--- config.mk ---
export PLATFORM = sky130hd
export DESIGN_NAME = vig_seq_engine
export DESIGN_NICKNAME = d
export VERILOG_FILES = /design/src/rtl/vig_pkg.sv /design/src/rtl/vig_mod26_unit.sv /design/src/rtl/vig_index_ctrl.sv /design/src/rtl/vig_result_store.sv /design/src/rtl/vig_seq_engine.sv
export SDC_FILE = /design/constraint.sdc
export NUM_CORES = 1
export LEC_CHECK = 0
export ABC_CLOCK_PERIOD_IN_PS = 9900
export BUFFER_PORTS_ARGS = -buffer_cell sky130_fd_sc_hd__buf_2
export CAP_MARGIN = 20
export CORE_MARGIN = 2
export CORE_UTILIZATION = 54
export DETAILED_ROUTE_END_ITERATION = 12
export GPL_TIMING_DRIVEN = 0
export PLACE_DENSITY = 0.86
export RECOVER_POWER = 100
export SLEW_MARGIN = 10
export SYNTH_ARGS = -nofsm -noshare
export SYNTH_HDL_FRONTEND = slang
export SYNTH_SLANG_ARGS = --single-unit
--- constraint.sdc ---
create_clock -name clk -period 9.9 [get_ports clk]
set_input_delay 1.98 -clock clk [delete_from_list [all_inputs] [get_ports clk]]
set_output_delay 1.98 -clock clk [all_outputs]
set_load 0.005 [all_outputs]
--- src/rtl/vig_pkg.sv ---
package vig_pkg;
   localparam int CHAR_W = 5;
   localparam int ALPHA  = 26;

   typedef logic [CHAR_W-1:0] letter_t;

   typedef enum logic {
      OP_ENC = 1'b0,
      OP_DEC = 1'b1
   } op_e;

   typedef enum logic [1:0] {
      ST_IDLE = 2'd0,
      ST_RUN  = 2'd1,
      ST_DONE = 2'd2
   } seq_state_e;
endpackage

--- src/rtl/vig_mod26_unit.sv ---
module vig_mod26_unit
   import vig_pkg::*;
#(
   parameter bit SHARED_ADDER = 1'b1
) (
   input  op_e     op_i,
   input  letter_t txt_i,
   input  letter_t key_i,
   output letter_t res_o
);
   localparam int WIDE_W = CHAR_W + 1;
   localparam logic [WIDE_W-1:0] ALPHA_W = WIDE_W'(ALPHA);

   logic [WIDE_W-1:0] txt_w;
   logic [WIDE_W-1:0] key_w;
   logic [WIDE_W-1:0] sum_w;

   assign txt_w = {1'b0, txt_i};
   assign key_w = {1'b0, key_i};

   generate
      if (SHARED_ADDER) begin : g_shared
         logic [WIDE_W-1:0] addend;
         assign addend = (op_i == OP_DEC) ? (ALPHA_W - key_w) : key_w;
         assign sum_w  = txt_w + addend;
      end else begin : g_split
         logic [WIDE_W-1:0] s_enc;
         logic [WIDE_W-1:0] s_dec;
         assign s_enc = txt_w + key_w;
         assign s_dec = txt_w + ALPHA_W - key_w;
         assign sum_w = (op_i == OP_DEC) ? s_dec : s_enc;
      end
   endgenerate

   logic [WIDE_W-1:0] red_w;
   assign red_w = (sum_w >= ALPHA_W) ? (sum_w - ALPHA_W) : sum_w;
   assign res_o = red_w[CHAR_W-1:0];
endmodule

--- src/rtl/vig_index_ctrl.sv ---
module vig_index_ctrl
   import vig_pkg::*;
#(
   parameter int MAX_TEXT = 16,
   parameter int MAX_KEY  = 8,
   parameter int TLEN_W   = $clog2(MAX_TEXT + 1),
   parameter int KLEN_W   = $clog2(MAX_KEY + 1)
) (
   input  logic              clk,
   input  logic              rst_n,
   input  logic              start_i,
   input  logic              mode_i,
   input  logic [TLEN_W-1:0] text_len_i,
   input  logic [KLEN_W-1:0] key_len_i,
   output logic              run_o,
   output logic              done_o,
   output op_e               op_o,
   output logic              keyless_o,
   output logic              wr_en_o,
   output logic [TLEN_W-1:0] tidx_o,
   output logic [TLEN_W-1:0] tlen_o,
   output logic [KLEN_W-1:0] kidx_o,
   output logic [KLEN_W-1:0] klen_o
);
   localparam logic [TLEN_W-1:0] TMAX = TLEN_W'(MAX_TEXT);
   localparam logic [KLEN_W-1:0] KMAX = KLEN_W'(MAX_KEY);

   seq_state_e        state_q;
   op_e               op_q;
   logic              keyless_q;
   logic [TLEN_W-1:0] tidx_q, tlen_q;
   logic [KLEN_W-1:0] kidx_q, klen_q;

   logic              accept;
   logic [TLEN_W-1:0] tlen_c;
   logic [KLEN_W-1:0] klen_c;
   logic              step;

   assign accept = start_i && (state_q != ST_RUN);
   assign tlen_c = (text_len_i > TMAX) ? TMAX : text_len_i;
   assign klen_c = (key_len_i == '0) ? KLEN_W'(1)
                 : (key_len_i > KMAX) ? KMAX : key_len_i;
   assign step   = (state_q == ST_RUN) && (tidx_q != tlen_q);

   always_ff @(posedge clk or negedge rst_n) begin
      if (!rst_n) begin
         state_q   <= ST_IDLE;
         op_q      <= OP_ENC;
         keyless_q <= 1'b0;
         tidx_q    <= '0;
         tlen_q    <= '0;
         kidx_q    <= '0;
         klen_q    <= KLEN_W'(1);
      end else if (accept) begin
         state_q   <= ST_RUN;
         op_q      <= op_e'(mode_i);
         keyless_q <= (key_len_i == '0);
         tidx_q    <= '0;
         tlen_q    <= tlen_c;
         kidx_q    <= '0;
         klen_q    <= klen_c;
      end else if (state_q == ST_RUN) begin
         if (step) begin
            tidx_q <= tidx_q + 1'b1;
            kidx_q <= (kidx_q + 1'b1 == klen_q) ? '0 : kidx_q + 1'b1;
         end else begin
            state_q <= ST_DONE;
         end
      end
   end

   assign run_o     = (state_q == ST_RUN);
   assign done_o    = (state_q == ST_DONE);
   assign op_o      = op_q;
   assign keyless_o = keyless_q;
   assign wr_en_o   = step;
   assign tidx_o    = tidx_q;
   assign tlen_o    = tlen_q;
   assign kidx_o    = kidx_q;
   assign klen_o    = klen_q;
endmodule

--- src/rtl/vig_result_store.sv ---
module vig_result_store
   import vig_pkg::*;
#(
   parameter int MAX_TEXT = 16,
   parameter int TLEN_W   = $clog2(MAX_TEXT + 1)
) (
   input  logic                       clk,
   input  logic                       rst_n,
   input  logic                       wr_en_i,
   input  logic [TLEN_W-1:0]          wr_idx_i,
   input  letter_t                    wr_char_i,
   output logic [MAX_TEXT*CHAR_W-1:0] result_o
);
   generate
      for (genvar g = 0; g < MAX_TEXT; g++) begin : g_slot
         letter_t slot_q;
         always_ff @(posedge clk or negedge rst_n) begin
            if (!rst_n) begin
               slot_q <= '0;
            end else if (wr_en_i && (wr_idx_i == TLEN_W'(g))) begin
               slot_q <= wr_char_i;
            end
         end
         assign result_o[g*CHAR_W +: CHAR_W] = slot_q;
      end
   endgenerate
endmodule

--- src/rtl/vig_seq_engine.sv ---
module vig_seq_engine
   import vig_pkg::*;
#(
   parameter int MAX_TEXT     = 16,
   parameter int MAX_KEY      = 8,
   parameter bit SHARED_ADDER = 1'b1,
   parameter int TLEN_W       = $clog2(MAX_TEXT + 1),
   parameter int KLEN_W       = $clog2(MAX_KEY + 1)
) (
   input  logic                       clk,
   input  logic                       rst_n,
   input  logic                       start_i,
   input  logic                       mode_i,
   input  logic [MAX_TEXT*CHAR_W-1:0] text_i,
   input  logic [TLEN_W-1:0]          text_len_i,
   input  logic [MAX_KEY*CHAR_W-1:0]  key_i,
   input  logic [KLEN_W-1:0]          key_len_i,
   output logic [MAX_TEXT*CHAR_W-1:0] result_o,
   output logic                       done_o
);
   generate
      if (MAX_TEXT < 1) begin : g_bad_text
         $error("MAX_TEXT must be at least 1");
      end
      if (MAX_KEY < 1) begin : g_bad_key
         $error("MAX_KEY must be at least 1");
      end
      if (TLEN_W < $clog2(MAX_TEXT + 1)) begin : g_bad_tlen
         $error("TLEN_W too narrow for MAX_TEXT");
      end
      if (KLEN_W < $clog2(MAX_KEY + 1)) begin : g_bad_klen
         $error("KLEN_W too narrow for MAX_KEY");
      end
   endgenerate

   logic              run_w, wr_en_w, keyless_w;
   op_e               mode_w;
   logic [TLEN_W-1:0] tidx_w, tlen_w;
   logic [KLEN_W-1:0] kidx_w, klen_w;
   letter_t           txt_ch_w, key_ch_w, res_ch_w;

   vig_index_ctrl #(
      .MAX_TEXT(MAX_TEXT), .MAX_KEY(MAX_KEY),
      .TLEN_W(TLEN_W), .KLEN_W(KLEN_W)
   ) u_ctrl (
      .clk(clk), .rst_n(rst_n), .start_i(start_i), .mode_i(mode_i),
      .text_len_i(text_len_i), .key_len_i(key_len_i),
      .run_o(run_w), .done_o(done_o), .op_o(mode_w),
      .keyless_o(keyless_w), .wr_en_o(wr_en_w),
      .tidx_o(tidx_w), .tlen_o(tlen_w), .kidx_o(kidx_w), .klen_o(klen_w)
   );

   always_comb begin
      txt_ch_w = '0;
      for (int i = 0; i < MAX_TEXT; i++) begin
         if (TLEN_W'(i) == tidx_w) txt_ch_w = text_i[i*CHAR_W +: CHAR_W];
      end
   end

   always_comb begin
      key_ch_w = '0;
      if (!keyless_w) begin
         for (int j = 0; j < MAX_KEY; j++) begin
            if (KLEN_W'(j) == kidx_w) key_ch_w = key_i[j*CHAR_W +: CHAR_W];
         end
      end
   end

   vig_mod26_unit #(.SHARED_ADDER(SHARED_ADDER)) u_alu (
      .op_i(mode_w), .txt_i(txt_ch_w), .key_i(key_ch_w), .res_o(res_ch_w)
   );

   vig_result_store #(.MAX_TEXT(MAX_TEXT), .TLEN_W(TLEN_W)) u_store (
      .clk(clk), .rst_n(rst_n), .wr_en_i(wr_en_w), .wr_idx_i(tidx_w),
      .wr_char_i(res_ch_w), .result_o(result_o)
   );
endmodule

* Yosys cells after proc, flatten, opt, wreduce, memory -nomap -nowiden
Index checks and enable logic that the tools add are counted.
** Storage, ports and cells
- Flip-flop bits (word level) :: 102
- Input port bits :: 133
- Output and inout port bits :: 81
** Operators by class
- Multiplexer cells :: 40
- Equality and inequality tests :: 43
- Reduce and logical (&&, ||, !) cells :: 25
- Add/sub/neg operators :: 5
- $lt $le $gt $ge :: 3
** Operators by type and width (count)
- two-way mux 5 bit :: 30
- == test 4 x 5 -> 1 bit, first input constant :: 8
- == test 5 x 4 -> 1 bit, second input constant :: 8
- two-way mux 4 bit :: 6
- == test 3 x 5 -> 1 bit, first input constant :: 4
- == test 5 x 3 -> 1 bit, second input constant :: 4
- logical AND 1 bit :: 18
- == test 3 x 4 -> 1 bit, first input constant :: 4
- == test 2 x 5 -> 1 bit, first input constant :: 2
- == test 5 x 2 -> 1 bit, second input constant :: 2
- == test 2 x 4 -> 1 bit, first input constant :: 2
- zero test 4 bit :: 2
- adder 5 x 6 -> 6 bit :: 1
- greater-or-equal comparator 6 x 5 -> 1 bit, second input constant :: 1
- two-way mux 2 bit :: 3
- two-way mux 6 bit :: 1
- subtractor 5 x 5 -> 6 bit, first input constant :: 1
- adder 5 x 1 -> 5 bit, second input constant :: 1
- == test 1 x 5 -> 1 bit, first input constant :: 1
- == test 5 x 1 -> 1 bit, second input constant :: 1
- greater-than comparator 5 bit, second input constant :: 1
- zero test 5 bit :: 1
- inequality test 5 bit :: 1
- subtractor 5 bit, second input constant :: 1
- 10 further kinds :: 12

* Logic depth before layout (Yosys ltp)
- Depth after elaboration :: 20
- Depth in mapped cells :: 24

* Cells and area by module
Synthesis repeated with hierarchy kept, for this count alone.
** Second synthesis, totals
- Cell total of the unflattened synthesis :: 529
- Area total of the unflattened synthesis :: 5868.1 um^2
** By module, submodules not included
- vig_result_store :: area each 3115.5 um^2, times used 1, cells each 191
- vig_seq_engine :: area each 1260.0 um^2, times used 1, cells each 170
- vig_index_ctrl :: area each 1091.0 um^2, times used 1, cells each 112
- vig_mod26_unit :: area each 401.6 um^2, times used 1, cells each 56

* Worst setup path before layout
No wires, ideal clock.
- Path kind :: input to register
- Start point :: input key_i[30]
- End point :: register u_store.g_slot[13].slot_q[3]
- Slack :: 4.728 ns
- Data arrival time :: 5.099 ns
- Cell stages on the path :: 19
- Path through :: inv_1 -> a2111oi_0 -> o22ai_1 -> inv_1 -> nor2_1 -> nor2_1 -> ha_1 -> mux2i_1 -> ha_1 -> a21o_1 -> a21oi_1 -> nand2b_1 -> a21oi_1 -> and3_1 -> or4_1 -> and3_1 -> buf_6 -> buf_6 -> a21oi_2
** On the way
- Word-level cells in the longest chain between the ends :: 8
** RTL lines
- from (decl) :: RTL line vig_seq_engine.sv:16 : input logic [MAX_KEY*CHAR_W-1:0] key_i,
- two-way mux 5 bit (*) (2 in series) :: RTL line vig_seq_engine.sv:64 : if (KLEN_W'(j) == kidx_w) key_ch_w = key_i[j*CHAR_W +: CHAR_W];
- two-way mux 5 bit (*) :: RTL line vig_seq_engine.sv:62 : if (!keyless_w) begin
- subtractor 5 x 5 -> 6 bit :: RTL line vig_mod26_unit.sv:24 : assign addend = (op_i == OP_DEC) ? (ALPHA_W - key_w) : key_w;
- two-way mux 6 bit (*) :: RTL line vig_mod26_unit.sv:24
- adder 5 x 6 -> 6 bit (*) :: RTL line vig_mod26_unit.sv:25 : assign sum_w = txt_w + addend;
- subtractor 5 bit / greater-or-equal comparator 6 x 5 -> 1 bit (equally long branches) :: RTL line vig_mod26_unit.sv:36 : assign red_w = (sum_w >= ALPHA_W) ? (sum_w - ALPHA_W) : sum_w;
- two-way mux 5 bit (*) :: RTL line vig_mod26_unit.sv:36
- to (signal assigned) :: RTL line vig_result_store.sv:21 : slot_q <= wr_char_i;
- to (decl) :: RTL line vig_result_store.sv:16 : letter_t slot_q;
Mark *: on every way between the ends. The rest lies on a longest branch, timed or not.
A chain may end at the register's enable or synchronous reset.

==> results by group <==
Synth
  • Dominant cells by area after synthesis: dfrtp_1, nand2_1, o21ai_0
  • Post-Syn Instances: 674
  • Share of the synthesized area in the top cell type: 0.424
  • Largest area contributor in the synthesized netlist: dfrtp_1
  • Post-synthesis mux area share: 0.0407
  • Async SR Flop Fraction: 1.00
  • YS warnings: 0
  • Dominant synthesized flop cell: dfrtp_1
  • Number of synthesized flops with an enable pin: 0
  • Synthesized flop and latch total: 102
  • Simple-Gate Fraction of Synth Area: 0.212
  • Yosys cell types: 67
  • XOR/XNOR Fraction of Synth Area: 0.0294
  • Main combinational cell family by area after synthesis: simple AND/OR/NAND/NOR gates
  • Register area share after synthesis: 0.428
  • Syn_nets: 824
  • Synth Area in Compound Gates: 0.210
  • Post-Syn Area: 5960 um^2
  • Post-Synth Adder-Cell Area: 0.0369
  • Synth Area per Inst: 8.85 um^2

Die
  • Die ar.: 11900 um^2
  • DIE HEIGHT: 109 um
  • Core area: 10800 um^2
  • # rows: 38
  • Starting Density: 0.552
  • Io pins: 214
  • Die Wd: 109 um

STA
  • Final setup TNS: 0 ns
  • Maximum clock rate: 163 MHz
  • RSZ-0062 raised after global routing: no
  • Worst-Margin Slew: 3.16 ns
  • Endpoints failing hold: 0
  • Rel. slew slack: -1.11
  • Tmin final: 6.14 ns
  • Final Max Tran Viols: 105
  • Layout Skew: 0.00911 ns
  • Final Cycle Share: 0.620
  • Final Setup Violations: 0

Critical path
  • Worst-path maximum fanout: 60
  • Total stage count of the critical path: 2
  • R2R cell count: 22
  • R2R Path Start: u_ctrl.tidx_o[0]
  • Reg2Reg Setup Slack: 4.12 ns
  • Crit path largest cell delay: 2.33 ns
  • Startpoint Class: input pin
  • CP Capture Point: u_ctrl.tidx_o[1]
  • Critical Setup Path Class: in -> async
  • Crit-path most repeated cell: clkbuf_1
  • RR Endpoint: u_store.g_slot[9].slot_q[1]
  • CP Cell Sequence: clkbuf_1 > clkbuf_1
  • Crit end category: asynchronous set/reset pin
  • Crit path launch: rst_n
  • WP buf/inv: 2
  • Top delay family on crit path: buffers and inverters
  • CP Data Required Time: 9.69 ns
  • Crit path arrival time: 5.93 ns
  • CP max stage cell: clkbuf_1

Drt
  • DRC: 0
  • Post-route ant nets: 0
  • Via/cell ratio: 5.77
  • Drt first pass iters: 5
  • WL final: 18500 um
  • Vias after detailed routing: 6050
  • WL/cell: 17.6 um
  • Detailed Route Iter0 Violations: 563

Global route
  • Grt total ovfl: 0
  • First-pass GRT wire length: 28600 um
  • Largest net degree at the start of global routing: 61
  • GR Util All Layers: 0.314
  • Vias in the first global route: 5788
  • Initial antenna violation count: 2

CTS
  • Clock Pin Slew Worst Setup and Hold Paths: 0.11 ns
  • CTS H-Tree Depth: 3
  • Post-CTS sizing: 0
  • CTS root buf: clkbuf_8
  • TritonCTS Buffers: 9
  • CTS Hold Bufs: 0
  • Post-CTS setup buffer count: 0
  • CTS Buffer Depth: 2
  • CTS Sinks: 102
  • Clk_lat worst skew: 0.38 ns
  • CTS tree: yes

Placed design
  • I/O Buffers: 213
  • DP HPWL: 14500 um
  • GP Congestion: 0.954

Worst hold path
  • Worst Hold Class: reg -> reg
  • Worst hold start: u_store.g_slot[15].slot_q[3]

Final layout
  • Area delta synth->final: 23.0%
  • Nets: 1049
  • Final core occ: 0.680
  • Layout cells sized above 1: 0.233

Status
  • Failing checks: max-capacitance violations, max-slew violations
  • Status: complete, but fails checks

Job
  • Max-cap violations: 2
## cell families (layout without fill, tap and decap cells)
| logic type | count (synthesis) | after routing |
|---|---|---|
| AOI/OAI and AO/OA | 192 | 192 |
| other | 0 | 4 |
| DFF | 102 | 102 |
| muxes | 22 | 22 |
| buffers and inverters | 58 | 288 |
| xor gates and xnor gates | 20 | 20 |
| and+or+nand+nor | 263 | 263 |
| adders and majority gates | 17 | 17 |
## metrics by stage
stage / worst slack [ns] / cell area, um^2 / instances / hold WS, ns
2_1_floorplan: 4.73 / 5960 / 674 / 0.458
3_3_place_gp: 4.02 / 7200 / 1027 / 0.456
3_5_place_dp: 3.88 / 7230 / 1028 / 0.465
4_1_cts: 4.25 / 7470 / 1044 / 0.488
5_1_grt: 2.73 / 7330 / 1046 / 0.506
6_report: 3.76 / 7340 / 1048 / 0.481
## Yosys cell counts (7+ instances only)
library cell / count
nand2b_1: 15
and3_1: 8
nor3_1: 11
nor2b_1: 16
nor2_1: 53
o21ai_2: 7
mux2_2: 18
nand3_1: 10
clkbuf_1: 25
ha_1: 16
dfrtp_1: 101
a21oi_1: 40
a211oi_1: 10
o21ai_0: 71
nand2_1: 108
xnor2_1: 9
xor2_1: 11
inv_1: 20
nand3b_1: 13
## cell type report
cell class                 count  area [um^2]
antenna                        4         10.0
buffer                        38          161
clock buffer                  10          128
clock inverter                 6          105
fill                         958         3460
inverter                      20         75.1
multi-input combinational    514         3130
sequential                   102         2550
tap                          140          175
timing repair buffer         214          993
## worst min-delay path by stage
stage / slack (ns) / depth (start not counted) / to
6_report: 0.48 / 2 / u_store.g_slot[15].slot_q[3]
2_1_floorplan: 0.46 / 2 / u_ctrl.klen_o[0]
3_5_place_dp: 0.47 / 2 / u_store.g_slot[8].slot_q[4]
5_1_grt: 0.51 / 2 / u_ctrl.klen_o[0]
3_3_place_gp: 0.46 / 2 / u_store.g_slot[2].slot_q[3]
4_1_cts: 0.49 / 2 / u_ctrl.klen_o[0]
## registers in the layout, indices dropped and copies added (netlist names)
name and count:
u_ctrl.kidx_o 4, u_ctrl.tidx_o 5, u_ctrl.klen_o 4, u_ctrl.state_q 2, u_ctrl.op_o 1, u_store.g_slot.slot_q 80, u_ctrl.tlen_o 5, u_ctrl.keyless_o 1
## metal layers
layer,GRT usage,vias up,part of all wire,routed length (um)
li1,-,2848,-,-
met1,0.410,2881,0.41,7560
met2,0.516,268,0.48,8800
met3,0.0544,53,0.074,1360
met4,0.129,0,0.041,760
met5,0,-,0,0
## cells in the final DEF, fill, tap and decap left out, types with 5 or more instances in the layout
cell	n
buf_2	158
nand2_1	108
dfrtp_1	101
clkbuf_1	90
o21ai_0	78
nor2_1	53
a21oi_1	40
inv_1	20
mux2_2	17
nor2b_1	16
ha_1	16
nand2b_1	15
nand3b_1	13
nor3_1	11
xor2_1	11
a211oi_1	10
nand3_1	10
xnor2_1	9
clkbuf_8	9
and3_1	8
nor3b_1	6
a22oi_1	6
a221oi_1	6
o31ai_1	5
Power is left out: the tool's default activity adds up to more than one toggle a clock period on the data nets, which glitch-free logic cannot reach.
